[src/rtl/ovl_pkg.sv]
package ovl_pkg;
    localparam int OVL_TAG_W  = 8;
    localparam int OVL_OFS_W  = 16;
    localparam int OVL_SIZE_W = 5;
    localparam int OVL_DEPTH  = 4;

    typedef enum logic [1:0] {
        TBL_HOLD  = 2'd0,
        TBL_PUSH  = 2'd1,
        TBL_CLEAR = 2'd2
    } tbl_act_e;
endpackage

[src/rtl/ovl_range_cmp.sv]
module ovl_range_cmp #(
    parameter int TAG_W  = 8,
    parameter int OFS_W  = 16,
    parameter int SIZE_W = 5
) (
    input  logic              en_i,
    input  logic [TAG_W-1:0]  s_tag_i,
    input  logic [OFS_W-1:0]  s_ofs_i,
    input  logic [SIZE_W-1:0] s_size_i,
    input  logic [TAG_W-1:0]  l_tag_i,
    input  logic [OFS_W-1:0]  l_ofs_i,
    input  logic [SIZE_W-1:0] l_size_i,
    output logic              hit_o
);
    localparam int BASE_W = (OFS_W > SIZE_W) ? OFS_W : SIZE_W;
    localparam int EXT_W  = BASE_W + 2;

    logic signed [EXT_W-1:0] s_lo, l_lo, s_hi, l_hi;
    logic                    tag_eq, ofs_eq, s_below;

    always_comb begin
        // widen so interval end points never wrap
        s_lo    = {{(EXT_W-OFS_W){s_ofs_i[OFS_W-1]}}, s_ofs_i};
        l_lo    = {{(EXT_W-OFS_W){l_ofs_i[OFS_W-1]}}, l_ofs_i};
        s_hi    = s_lo + {{(EXT_W-SIZE_W){1'b0}}, s_size_i};
        l_hi    = l_lo + {{(EXT_W-SIZE_W){1'b0}}, l_size_i};
        tag_eq  = (s_tag_i == l_tag_i);
        ofs_eq  = (s_lo == l_lo);
        s_below = (s_lo < l_lo);
        hit_o   = 1'b0;
        if (en_i && tag_eq) begin
            if (ofs_eq)       hit_o = 1'b1;
            else if (s_below) hit_o = (s_hi > l_lo);
            else              hit_o = (l_hi > s_lo);
        end
    end
endmodule

[src/rtl/ovl_store_table.sv]
module ovl_store_table
    import ovl_pkg::*;
#(
    parameter int TAG_W  = 8,
    parameter int OFS_W  = 16,
    parameter int SIZE_W = 5,
    parameter int DEPTH  = 4
) (
    input  logic                         clk,
    input  logic                         rst_n,
    input  logic                         grp_end_i,
    input  logic                         st_emit_i,
    input  logic [TAG_W-1:0]             st_tag_i,
    input  logic [OFS_W-1:0]             st_ofs_i,
    input  logic [SIZE_W-1:0]            st_size_i,
    output logic [DEPTH-1:0]             vld_o,
    output logic [DEPTH-1:0][TAG_W-1:0]  tag_o,
    output logic [DEPTH-1:0][OFS_W-1:0]  ofs_o,
    output logic [DEPTH-1:0][SIZE_W-1:0] size_o
);
    localparam int CNT_W = $clog2(DEPTH + 1);

    typedef struct packed {
        logic [CNT_W-1:0]             cnt;
        logic [DEPTH-1:0]             vld;
        logic [DEPTH-1:0][TAG_W-1:0]  tag;
        logic [DEPTH-1:0][OFS_W-1:0]  ofs;
        logic [DEPTH-1:0][SIZE_W-1:0] size;
    } tbl_t;

    tbl_t     tbl_d, tbl_q;
    tbl_act_e act;
    logic     full;

    always_comb begin
        full  = (tbl_q.cnt >= CNT_W'(DEPTH));
        tbl_d = tbl_q;
        if (grp_end_i)                act = TBL_CLEAR;   // clear wins
        else if (st_emit_i && !full)  act = TBL_PUSH;
        else                          act = TBL_HOLD;    // drop when full
        case (act)
            TBL_CLEAR: begin
                tbl_d.cnt = '0;
                tbl_d.vld = '0;
            end
            TBL_PUSH: begin
                for (int i = 0; i < DEPTH; i++) begin
                    if (tbl_q.cnt == CNT_W'(i)) begin
                        tbl_d.vld[i]  = 1'b1;
                        tbl_d.tag[i]  = st_tag_i;
                        tbl_d.ofs[i]  = st_ofs_i;
                        tbl_d.size[i] = st_size_i;
                    end
                end
                tbl_d.cnt = tbl_q.cnt + CNT_W'(1);
            end
            default: ;
        endcase
    end

    always_ff @(posedge clk or negedge rst_n) begin
        if (!rst_n) tbl_q <= '0;
        else        tbl_q <= tbl_d;
    end

    assign vld_o  = tbl_q.vld;
    assign tag_o  = tbl_q.tag;
    assign ofs_o  = tbl_q.ofs;
    assign size_o = tbl_q.size;

    assert_bound_R1: assert property (@(posedge clk) disable iff (!rst_n)
        tbl_q.cnt <= CNT_W'(DEPTH));
    assert_vld_count_R1: assert property (@(posedge clk) disable iff (!rst_n)
        $countones(tbl_q.vld) == int'(tbl_q.cnt));
    assert_full_drop_R2: assert property (@(posedge clk) disable iff (!rst_n)
        (full && st_emit_i && !grp_end_i) |=> $stable(tbl_q));
    assert_clear_R8: assert property (@(posedge clk) disable iff (!rst_n)
        grp_end_i |=> (tbl_q.vld == '0));
    assert_push_R12: assert property (@(posedge clk) disable iff (!rst_n)
        (st_emit_i && !grp_end_i && !full) |=> (tbl_q.cnt == $past(tbl_q.cnt) + CNT_W'(1)));
endmodule

[src/rtl/grp_overlap_det.sv]
module grp_overlap_det
    import ovl_pkg::*;
#(
    parameter int TAG_W  = OVL_TAG_W,
    parameter int OFS_W  = OVL_OFS_W,
    parameter int SIZE_W = OVL_SIZE_W,
    parameter int DEPTH  = OVL_DEPTH
) (
    input  logic              clk,
    input  logic              rst_n,
    input  logic              grp_end_i,
    input  logic              st_emit_i,
    input  logic [TAG_W-1:0]  st_tag_i,
    input  logic [OFS_W-1:0]  st_ofs_i,
    input  logic [SIZE_W-1:0] st_size_i,
    input  logic              ld_query_i,
    input  logic [TAG_W-1:0]  ld_tag_i,
    input  logic [OFS_W-1:0]  ld_ofs_i,
    input  logic [SIZE_W-1:0] ld_size_i,
    output logic              ld_conflict_o
);
    logic [DEPTH-1:0]             vld;
    logic [DEPTH-1:0][TAG_W-1:0]  tag;
    logic [DEPTH-1:0][OFS_W-1:0]  ofs;
    logic [DEPTH-1:0][SIZE_W-1:0] size;
    logic [DEPTH-1:0]             hit;

    ovl_store_table #(
        .TAG_W(TAG_W), .OFS_W(OFS_W), .SIZE_W(SIZE_W), .DEPTH(DEPTH)
    ) u_table (
        .clk(clk), .rst_n(rst_n),
        .grp_end_i(grp_end_i), .st_emit_i(st_emit_i),
        .st_tag_i(st_tag_i), .st_ofs_i(st_ofs_i), .st_size_i(st_size_i),
        .vld_o(vld), .tag_o(tag), .ofs_o(ofs), .size_o(size)
    );

    for (genvar g = 0; g < DEPTH; g++) begin : g_cmp
        ovl_range_cmp #(
            .TAG_W(TAG_W), .OFS_W(OFS_W), .SIZE_W(SIZE_W)
        ) u_cmp (
            .en_i(vld[g]),
            .s_tag_i(tag[g]), .s_ofs_i(ofs[g]), .s_size_i(size[g]),
            .l_tag_i(ld_tag_i), .l_ofs_i(ld_ofs_i), .l_size_i(ld_size_i),
            .hit_o(hit[g])
        );

        assert_tag_miss_R6: assert property (@(posedge clk) disable iff (!rst_n)
            (tag[g] != ld_tag_i) |-> !hit[g]);
        assert_invalid_quiet_R7: assert property (@(posedge clk) disable iff (!rst_n)
            !vld[g] |-> !hit[g]);
    end

    assign ld_conflict_o = ld_query_i && (|hit);

    assert_idle_R7: assert property (@(posedge clk) disable iff (!rst_n)
        (!ld_query_i || (vld == '0)) |-> !ld_conflict_o);
    assert_exact_R3: assert property (@(posedge clk) disable iff (!rst_n)
        (ld_query_i && vld[0] && tag[0] == ld_tag_i && ofs[0] == ld_ofs_i) |-> ld_conflict_o);
endmodule

[config.mk]
export PLATFORM = sky130hd
export DESIGN_NAME = grp_overlap_det
export DESIGN_NICKNAME = d
export VERILOG_FILES = /design/src/rtl/ovl_pkg.sv /design/src/rtl/ovl_range_cmp.sv /design/src/rtl/ovl_store_table.sv /design/src/rtl/grp_overlap_det.sv
export SDC_FILE = /design/constraint.sdc
export NUM_CORES = 1
export LEC_CHECK = 0
export ABC_AREA = 0
export ABC_CLOCK_PERIOD_IN_PS = 9050
export CORE_AREA = 2 2 184 186
export CTS_CLUSTER_DIAMETER = 120
export DETAILED_ROUTE_END_ITERATION = 8
export DIE_AREA = 0 0 186 188
export GPL_TIMING_DRIVEN = 1
export SLEW_MARGIN = 20
export SYNTH_ARGS = -nofsm -noshare
export SYNTH_HDL_FRONTEND = slang
export SYNTH_SLANG_ARGS = --single-unit
[constraint.sdc]
create_clock -name clk -period 9.05 [get_ports clk]
set_clock_uncertainty 0.05 [all_clocks]
set_input_delay 0.905 -clock clk [delete_from_list [all_inputs] [get_ports clk]]
set_output_delay 0.905 -clock clk [all_outputs]
set_load 0.03 [all_outputs]
* Word level (Yosys, flattened, before mapping) *
Cells that the tools add are included.
Widths: inputs -> output; s select.

word-level totals
  register bits = 123
  bits of input ports = 63
  logic and storage cells = 90

operators by class
  $add $sub $neg = 6
  order comparisons = 13
  equality and inequality tests = 17
  multiplexer cells = 19
  reductions and logical operators = 18

operators with widths
  cell                 count
  $gt 17x16->1         8
  $add 16x6->17        5
  $eq 16x16->1         4
  $lt 16x16->1         4
  $eq 8x8->1           4
  $mux 1               17
  $reduce_and 2->1     8
  $pmux 7 s2           1
  $ne 2x1->1 const B   4
  $eq 3x2->1 const B   2
  $logic_and 1x1->1    6
  $reduce_or 4->1      1
  $add 3x1->3 const B  1
  $eq 3x1->1 const B   1
  $ge 3x3->1 const B   1
  $logic_not 3->1      1
  $eq 2x1->1 const B   1
  $eq 2x2->1 const B   1
  $mux 2               1
  $reduce_bool 2->1    1
  $logic_not 1->1      1

* Depth between registers and ports, before layout *
Gate-level depths: netlist of the first run.

  word-level depth = 8
  depth in mapped cells = 20

* By module *
From an unflattened synthesis of the first run, not the netlist that was laid out.

unflattened totals
  cell total of the unflattened synthesis = 1538
  area total of the unflattened synthesis = 14058.5 um2

modules (own cells, without submodules)
  module                              instances  cells an instance  area an instance (um2)
  ovl_range_cmp (g_cmp[0].u_cmp ...)  3          286                2073.2
  ovl_store_table                     1          400                5718.0
  ovl_range_cmp (g_cmp[1].u_cmp)      1          279                2109.5
  grp_overlap_det                     1          1                  11.3

* Worst setup path after synthesis of the first run *
OpenSTA, ideal clock, no wires.

  path type = in2out
  start = in ld_ofs_i[1]
  end = out ld_conflict_o
  data arrival time = 4393 ps
  data required time = 8095 ps
  path slack = 3702 ps
  cell stages on the path = 18
  buffers on the path = 0
  cells stage by stage = inv_1 fa_1 nor2b_1 o21a_1 o21ai_0 nand2b_1 nor2b_1 nand2_1 xnor2_1 ha_1 and4_1 nand4_1 nor2_1 a2111oi_0 nor2_1 o221ai_1 a221oi_1 or4_1

between the ends
  cells in the longest elaborated chain, start to end = 7

ends and longest elaborated chain
  element                RTL line               RTL
  start, declared        grp_overlap_det.sv:18  input logic [OFS_W-1:0] ld_ofs_i,
  $add 16x6->17          ovl_range_cmp.sv:26    l_hi = l_lo + {{(EXT_W-SIZE_W){1'b0}}, l_size_i};
  $gt 17x16->1           ovl_range_cmp.sv:34    else hit_o = (l_hi > s_lo);
  $mux 1                 ovl_range_cmp.sv:33    else if (s_below) hit_o = (s_hi > l_lo);
  $mux 1                 ovl_range_cmp.sv:32    if (ofs_eq) hit_o = 1'b1;
  $mux 1                 ovl_range_cmp.sv:31    if (en_i && tag_eq) begin
  $reduce_or 4->1 (*)    grp_overlap_det.sv:53  assign ld_conflict_o = ld_query_i && (|hit);
  $logic_and 1x1->1 (*)  grp_overlap_det.sv:53
  end, declared          grp_overlap_det.sv:20  output logic ld_conflict_o

Mark *: on every way between the ends. The rest lies on a longest branch, timed or not.

* Worst setup path in the final report of the first run *
  start = in ld_ofs_i[0]
  end = out ld_conflict_o

The elaborated chain is that of the path after synthesis.

==> out/metrics.cfg, run 1 <==
[placed_design]
hpwlAfterDp_mm = 26.5
placed_cells = 1745
portBuffers = 63
place.gp.congestion = 0.942

[worst_setup_path]
critPathMaxStageDelay_ns = 0.67
rrSetupSlack_ns = 6.89
slowest_stage = clkdlybuf4s50_1
timing.rr.end = u_table.size_o[19]
cp.buffers_inverters = 4
crit_fanout = 9
r2r_cells = 5
worstSetupStartpointType = input pin
r2r-start = u_table.tbl_q[122]
critPathTopFamily = simple AND/OR/NAND/NOR gates
worst_setup_path_end_kind = primary output
required_ns = 8.10
critical_path_arrival_ns = 6.25
path_cells = clkdlybuf4s50_1, buf_4, ha_1, inv_1, fa_1, nor2b_1, o21a_1, o21ai_0, nand2b_1, nor2b_1, and2_1, nand2_1, xnor2_1, ha_1, nand4_1, o211ai_1, and4b_2, o21ai_1, mux2i_1, nor3_1, or4_1, clkdlybuf4s50_1
crit_type = in -> out

[clock_tree]
path_clk_slew_ns = 0.06
cts_max_level = 4
cts.path.max_buffers = 2
numCtsBuffers = 17
root_buffer = clkbuf_16
clock-sinks = 123
clock_latency_ns = 0.43
cts_setup_buffers = 0
cts_resized = 0
cts_tree = yes
cts_hold_buf = 0

[power_and_ir_drop]
pwr-share-comb_pct = 56.5
p_seq_share_pct = 25.9
p_sw_mw = 1.62
p_leak_nw = 6.04
switching_share_pct = 44.4
power_density_mw_per_mm2 = 280
peakVddDrop_uv = 119
power_frac_clock_pct = 17.6
p_int_mw = 2.03

[timing]
slew_headroom_pct = 33.9
fin_tns_setup_ns = 0
max_freq_ghz = 0.139
hold_viol_final = 0
drv_slew = 0
worst_pin_slew_ns = 0.991
fin_crit_ns = 7.20
final-setup-viol-count = 0
rsz0062_at_grt = false
finalCritPeriodShare_pct = 79.6

[synthesis]
yosysMostFrequentCell = ha_1
synth_edf_count = 0
async_reset_ff_share_pct = 100
synth_compound_area_share_pct = 14.4
synth-xor-area-share_pct = 7.87
synth_fa_ha_area_share_pct = 26.2
syn_inst = 1254
synth_nets = 1552
yosysWarnings = 0
synth_area_leaders = dfrtp_1, ha_1, xnor2_1, mux2_2, inv_1
ys_types = 61
ys_seq_elements = 123
avgSynthCellArea_um2 = 9.06
yosysTopAreaCellShare_pct = 27.1
post_synth_mux_area_share_pct = 5.29
synth-simple-area-share_pct = 14.4
dominantRegCellSynth = dfrtp_1
synth_area_mm2 = 0.0114
yosysSeqAreaShare_pct = 27.1
synth_top_family_by_area = adder cells
yosys-top-cells-count = ha_1, dfrtp_1, inv_1
synth_largest_area_cell = dfrtp_1

[detailed_routing]
vias = 9524
antenna_left = 0
drt_iter0_drc = 613
drt_wl_total_mm = 32.9
route.detailed.drc = 0
wl_per_cell_um = 18.5
dr.pass1.iters = 5
vias_per_cell = 5.36

[global_route]
grt_max_degree = 66
antenna_found_initial = 0
grt_pass1_vias = 9788
grt-ovfl-total = 0
grt_first_pass_wirelength_mm = 52.3
grt.total_usage_pct = 19.6

[floorplan]
die_height_um = 188
dieArea_mm2 = 0.0350
die_x_um = 186
start_util_pct = 34.3
row_count = 67
num_io_pins = 64
core_area_mm2 = 0.0331

[hold_path]
hp-class = in -> async

[finish]
num-nets-final = 1614
fillers = 3293
stdcell_count = 1777
diodes = 0
syn_to_final_growth_pct = 14.8
drive_above_1_share_pct = 7.22

[run]
drv_cap = 0

[status]
status = finished clean

flip-flops by register name, indices dropped and copies added (netlist names):
register and count:
u_table.tag_o 32, u_table.ofs_o 64, u_table.tbl_q 3, u_table.vld_o 4, u_table.size_o 20
layer usage:
metal  vias to the layer above  global-route usage, %  share of wire [%]
met2                       223                   32.8                 48
li1                       4618                      -                  -
met1                      4637                   26.0                 45
met4                         0                   5.72                2.1
met3                        46                   2.91                4.9
met5                         -                      0                  0
how the worst max path moves through the flow:
stage                 from       endpoint  slack, ns  cells after the start
2_1_floorplan  ld_ofs_i[1]  ld_conflict_o       3.70                     18
3_3_place_gp   ld_ofs_i[0]  ld_conflict_o       2.03                     22
3_5_place_dp   ld_ofs_i[0]  ld_conflict_o       1.97                     22
4_1_cts        ld_ofs_i[0]  ld_conflict_o       1.95                     22
5_1_grt        ld_ofs_i[0]  ld_conflict_o       1.44                     22
6_report       ld_ofs_i[0]  ld_conflict_o       1.85                     22
area by class of cell:
class | count | area (um^2) | share of cell area [%]
Clock buffer | 18 | 429 | 3.29
Timing Repair Buffer | 66 | 654 | 5.02
Clock inverter | 14 | 113 | 0.864
Inverter | 122 | 458 | 3.51
Sequential cell | 123 | 3080 | 23.6
Multi-Input combinational cell | 986 | 7740 | 59.4
Tap cell | 448 | 561 | 4.30
power by group through the flow:
| stage | registers (mW) | logic (mW) | clock network [mW] |
|---|---|---|---|
| 6_report | 0.945 | 2.06 | 0.640 |
| 5_1_grt | 0.971 | 2.36 | 0.676 |
| 4_1_cts | 0.942 | 2.06 | 0.652 |
| 3_5_place_dp | 0.951 | 2.05 | 0 |
| 3_3_place_gp | 0.942 | 2.00 | 0 |
| 2_1_floorplan | 0.885 | 1.54 | 0 |
cells by family (layout without fill, tap and decap cells):
family | Yosys count | after routing
AOI/OAI and AO/OA | 262 | 262
xor gates and xnor gates | 102 | 102
adders and majority gates | 235 | 235
buffers and inverters | 145 | 220
DFF | 123 | 123
muxes | 54 | 54
and+or+nand+nor | 333 | 333
through the flow:
step / setup slack [ns] / instance area [um^2] / total power [mW] / hold slack [ns] / util (%)
floorplan: 3.70 / 11400 / 2.42 / 0.399 / -
global placement: 2.03 / 12500 / 2.94 / 0.413 / 37.7
detailed placement: 1.97 / 12500 / 3.00 / 0.416 / 37.7
CTS: 1.95 / 13000 / 3.66 / 0.414 / 39.4
global route: 1.44 / 13000 / 4.01 / 0.438 / 39.4
finish: 1.85 / 13000 / 3.65 / 0.381 / 39.4
worst register-to-register path, cell delays in order, from the launching register on:
cell,delay [ns]
dfrtp_1,0.36
inv_1,0.09
nand2_1,0.12
nor2_1,0.17
and2_2,0.81
mux2_2,0.46
placed cells by master (no fill, tap or decap), drive strengths merged, types with 4 or more instances in the layout:
| master | Yosys | layout |
|---|---|---|
| o21a | 4 | 4 |
| a2111oi | 5 | 5 |
| a21o | 40 | 40 |
| a211oi | 12 | 12 |
| clkinv | 0 | 4 |
| nand3 | 32 | 32 |
| o211ai | 9 | 9 |
| dfrtp | 123 | 123 |
| buf | 0 | 4 |
| xnor2 | 87 | 87 |
| nand2 | 118 | 118 |
| nand4 | 50 | 50 |
| clkinvlp | 0 | 5 |
| a221o | 4 | 4 |
| mux2 | 48 | 48 |
| nor2 | 60 | 60 |
| clkdlybuf4s50 | 0 | 62 |
| a21oi | 65 | 65 |
| or3 | 4 | 4 |
| nor4 | 14 | 14 |
| a21boi | 4 | 4 |
| clkbuf | 23 | 18 |
| mux2i | 6 | 6 |
| xor2 | 15 | 15 |
| and4 | 7 | 7 |
| nand2b | 5 | 5 |
| nor2b | 11 | 11 |
| and2 | 10 | 10 |
| fa | 5 | 5 |
| inv | 122 | 127 |
| ha | 230 | 230 |
| o21ai | 90 | 90 |
| a31oi | 4 | 4 |
| o21bai | 8 | 8 |
| nor3 | 13 | 13 |
Power figures use the tool's default switching activity.
==> inputs of run 2 (changes only) <==
--- a/config.mk
+++ b/config.mk
@@ -6,7 +6,7 @@
 export NUM_CORES = 1
 export LEC_CHECK = 0
 export ABC_AREA = 0
-export ABC_CLOCK_PERIOD_IN_PS = 9050
+export ABC_CLOCK_PERIOD_IN_PS = 7000
 export CORE_AREA = 2 2 184 186
 export CTS_CLUSTER_DIAMETER = 120
 export DETAILED_ROUTE_END_ITERATION = 8
==> constraint.sdc (replaced) <==
create_clock -name clk -period 7 [get_ports clk]
set_clock_uncertainty 0.05 [all_clocks]
set_input_delay 0.7 -clock clk [delete_from_list [all_inputs] [get_ports clk]]
set_output_delay 0.7 -clock clk [all_outputs]
set_load 0.03 [all_outputs]
==> run 2 against run 1 <==
Sequential power grew 30%; count of clock-buffer cells in the layout up 1; wire length is 3.1% higher; via count is 0.14% lower; die area did not move; worst hold slack lost 0.17 ns; cell count barely moved; worst setup slack got worse by 1.1 ns; sequential share of layout area shrank 0.16 points; non-clock buffer count increased by 2; critical path type unchanged; largest cell class unchanged; highest routed layer unchanged.
==> out/metrics.cfg, run 2 (synthesis gave the netlist of run 1 again) <==
[status]
status = finished clean

[clock_tree]
clock-sinks = 123  ; unchanged
cts_resized = 0  ; unchanged
cts_max_level = 4  ; unchanged
clock_latency_ns = 0.42  ; about the same
cts_tree = yes
numCtsBuffers = 17  ; unchanged
cts_setup_buffers = 0  ; unchanged
root_buffer = clkbuf_16
path_clk_slew_ns = 0.07  ; about the same
cts.path.max_buffers = 2  ; unchanged
cts_hold_buf = 0  ; unchanged

[worst_setup_path]
r2r-start = u_table.tbl_q[122]
worst_setup_path_end_kind = primary output
r2r_cells = 5  ; unchanged
crit_type = in -> out
rrSetupSlack_ns = 4.81  ; -2.08 ns
cp-endpoint = ld_conflict_o
crit_fanout = 9  ; unchanged
required_ns = 6.25  ; -1.85 ns
timing.rr.end = u_table.size_o[14]
critical_path_arrival_ns = 5.46  ; -0.79 ns
startpoint = ld_ofs_i[1]
worstSetupStartpointType = input pin

[floorplan]
dieArea_mm2 = 0.0350  ; unchanged
row_count = 67  ; unchanged
core_area_mm2 = 0.0331  ; unchanged
start_util_pct = 34.3  ; unchanged
die_x_um = 186  ; unchanged
die_height_um = 188  ; unchanged
num_io_pins = 64  ; unchanged

[global_route]
antenna_found_initial = 0  ; unchanged
grt_first_pass_wirelength_mm = 52.6  ; +0.62%
grt_pass1_vias = 9879  ; +0.93%
grt-ovfl-total = 0  ; unchanged
grt.total_usage_pct = 19.9  ; +0.32 points
grt_max_degree = 67  ; +1.5%

[placed_design]
portBuffers = 63  ; unchanged
place.gp.congestion = 0.896  ; -4.9%
place_ws_ns = 0.843  ; -1.13 ns
hpwlAfterDp_mm = 27.4  ; +3.5%

[timing]
setup_ws_ns = 0.791  ; -1.06 ns
max_freq_ghz = 0.161
slew_headroom_pct = 32.2  ; -1.8 points
fin_crit_ns = 6.21
fin_tns_setup_ns = 0  ; unchanged
finalCritPeriodShare_pct = 88.7
worst_pin_slew_ns = 1.02  ; +0.0268 ns
drv_slew = 0  ; unchanged
hold_viol_final = 0  ; unchanged
rsz0062_at_grt = false
final-setup-viol-count = 0  ; unchanged
whs_ns = 0.210  ; -0.170 ns

[hold_path]
hp-class = in -> async

[finish]
syn_to_final_growth_pct = 15.5
drive_above_1_share_pct = 7.44  ; +0.22 points
fillers = 3302  ; +0.27%
diodes = 0  ; unchanged
largest_reg_flops = 64  ; unchanged
final_common_cell = ha_1
layout_common_cells = ha_1, dfrtp_1, inv_1
num-nets-final = 1616  ; +0.12%

[power_and_ir_drop]
power_density_mw_per_mm2 = 371  ; +32%
p_leak_nw = 6.10  ; +0.96%
peakVddDrop_uv = 146  ; +22%

[run]
drv_cap = 0  ; unchanged

[detailed_routing]
met2WireLength_mm = 16.4  ; +4.7%
wl_met1_mm = 15.4  ; +2.6%
wl_per_cell_um = 19.1  ; +3.1%
drt_iter0_drc = 557  ; -9.1%
routed.top_layer = met4
route.met3.wl_mm = 1.59  ; -0.56%
route.detailed.drc = 0  ; unchanged
drt_wl_total_mm = 33.9  ; +3.1%
antenna_left = 0  ; unchanged
vias = 9511  ; -0.14%
vias_per_cell = 5.35  ; -0.19%
dr.pass1.iters = 5  ; unchanged

[run 2: critical path, stage by stage]
cell	delay [ns]
clkdlybuf4s50_1	0.49
inv_1	0.21
fa_1	0.52
nor2b_1	0.13
o21a_1	0.14
o21ai_0	0.08
nand2b_1	0.10
nor2b_1	0.26
nand4_1	0.15
xnor2_1	0.43
ha_1	0.34
a21o_1	0.18
a21oi_1	0.14
o211ai_1	0.14
and4b_2	0.30
o21ai_1	0.06
mux2i_1	0.26
nor3_1	0.08
or4_1	0.53
buf_4	0.20
[run 2: where the power goes]
| part | total, mW | switching, mW | internal (mW) |
|---|---|---|---|
| combinational | 2.68 | 1.48 | 1.21 |
| clock | 0.950 | 0.368 | 0.582 |
| sequential | 1.23 | 0.265 | 0.963 |
[run 2: per-stage QoR]
step / instances / util [%] / cell area (um^2) / total power, mW
global route: 1778 / 39.6 / 13100 / 5.31
CTS: 1778 / 39.6 / 13100 / 4.88
finish: 1778 / 39.6 / 13100 / 4.86
global placement: 1747 / 37.8 / 12500 / 3.83
floorplan: 1254 / - / 11400 / 3.13
detailed placement: 1747 / 37.8 / 12500 / 3.91
[run 2: routing by layer]
metal  GRT usage, %  vias up
met5              0        -
li1               -     4610
met3           3.19       42
met2           34.3      216
met1           25.8     4643
met4           4.94        0
[run 2: how the worst min path moves through the flow]
stage | endpoint | startpoint | cells after the start
after floorplan | u_table.ofs_o[0] | rst_n | 0
after global placement | u_table.vld_o[0] | u_table.vld_o[0] | 1
after detailed placement | u_table.vld_o[0] | u_table.vld_o[0] | 1
after CTS | u_table.tbl_q[120] | rst_n | 1
after global routing | u_table.tbl_q[121] | rst_n | 1
final | u_table.ofs_o[42] | rst_n | 1
[run 2: cell type report]
class,count,area [um^2],share of cell area (%)
repair buffers,68,667,5.08
flip-flops and latches,123,3080,23.5
multi-input cells,986,7740,59.0
clock buffers,19,453,3.45
well taps,448,561,4.27
inverters,122,458,3.49
clock inverters,12,163,1.24
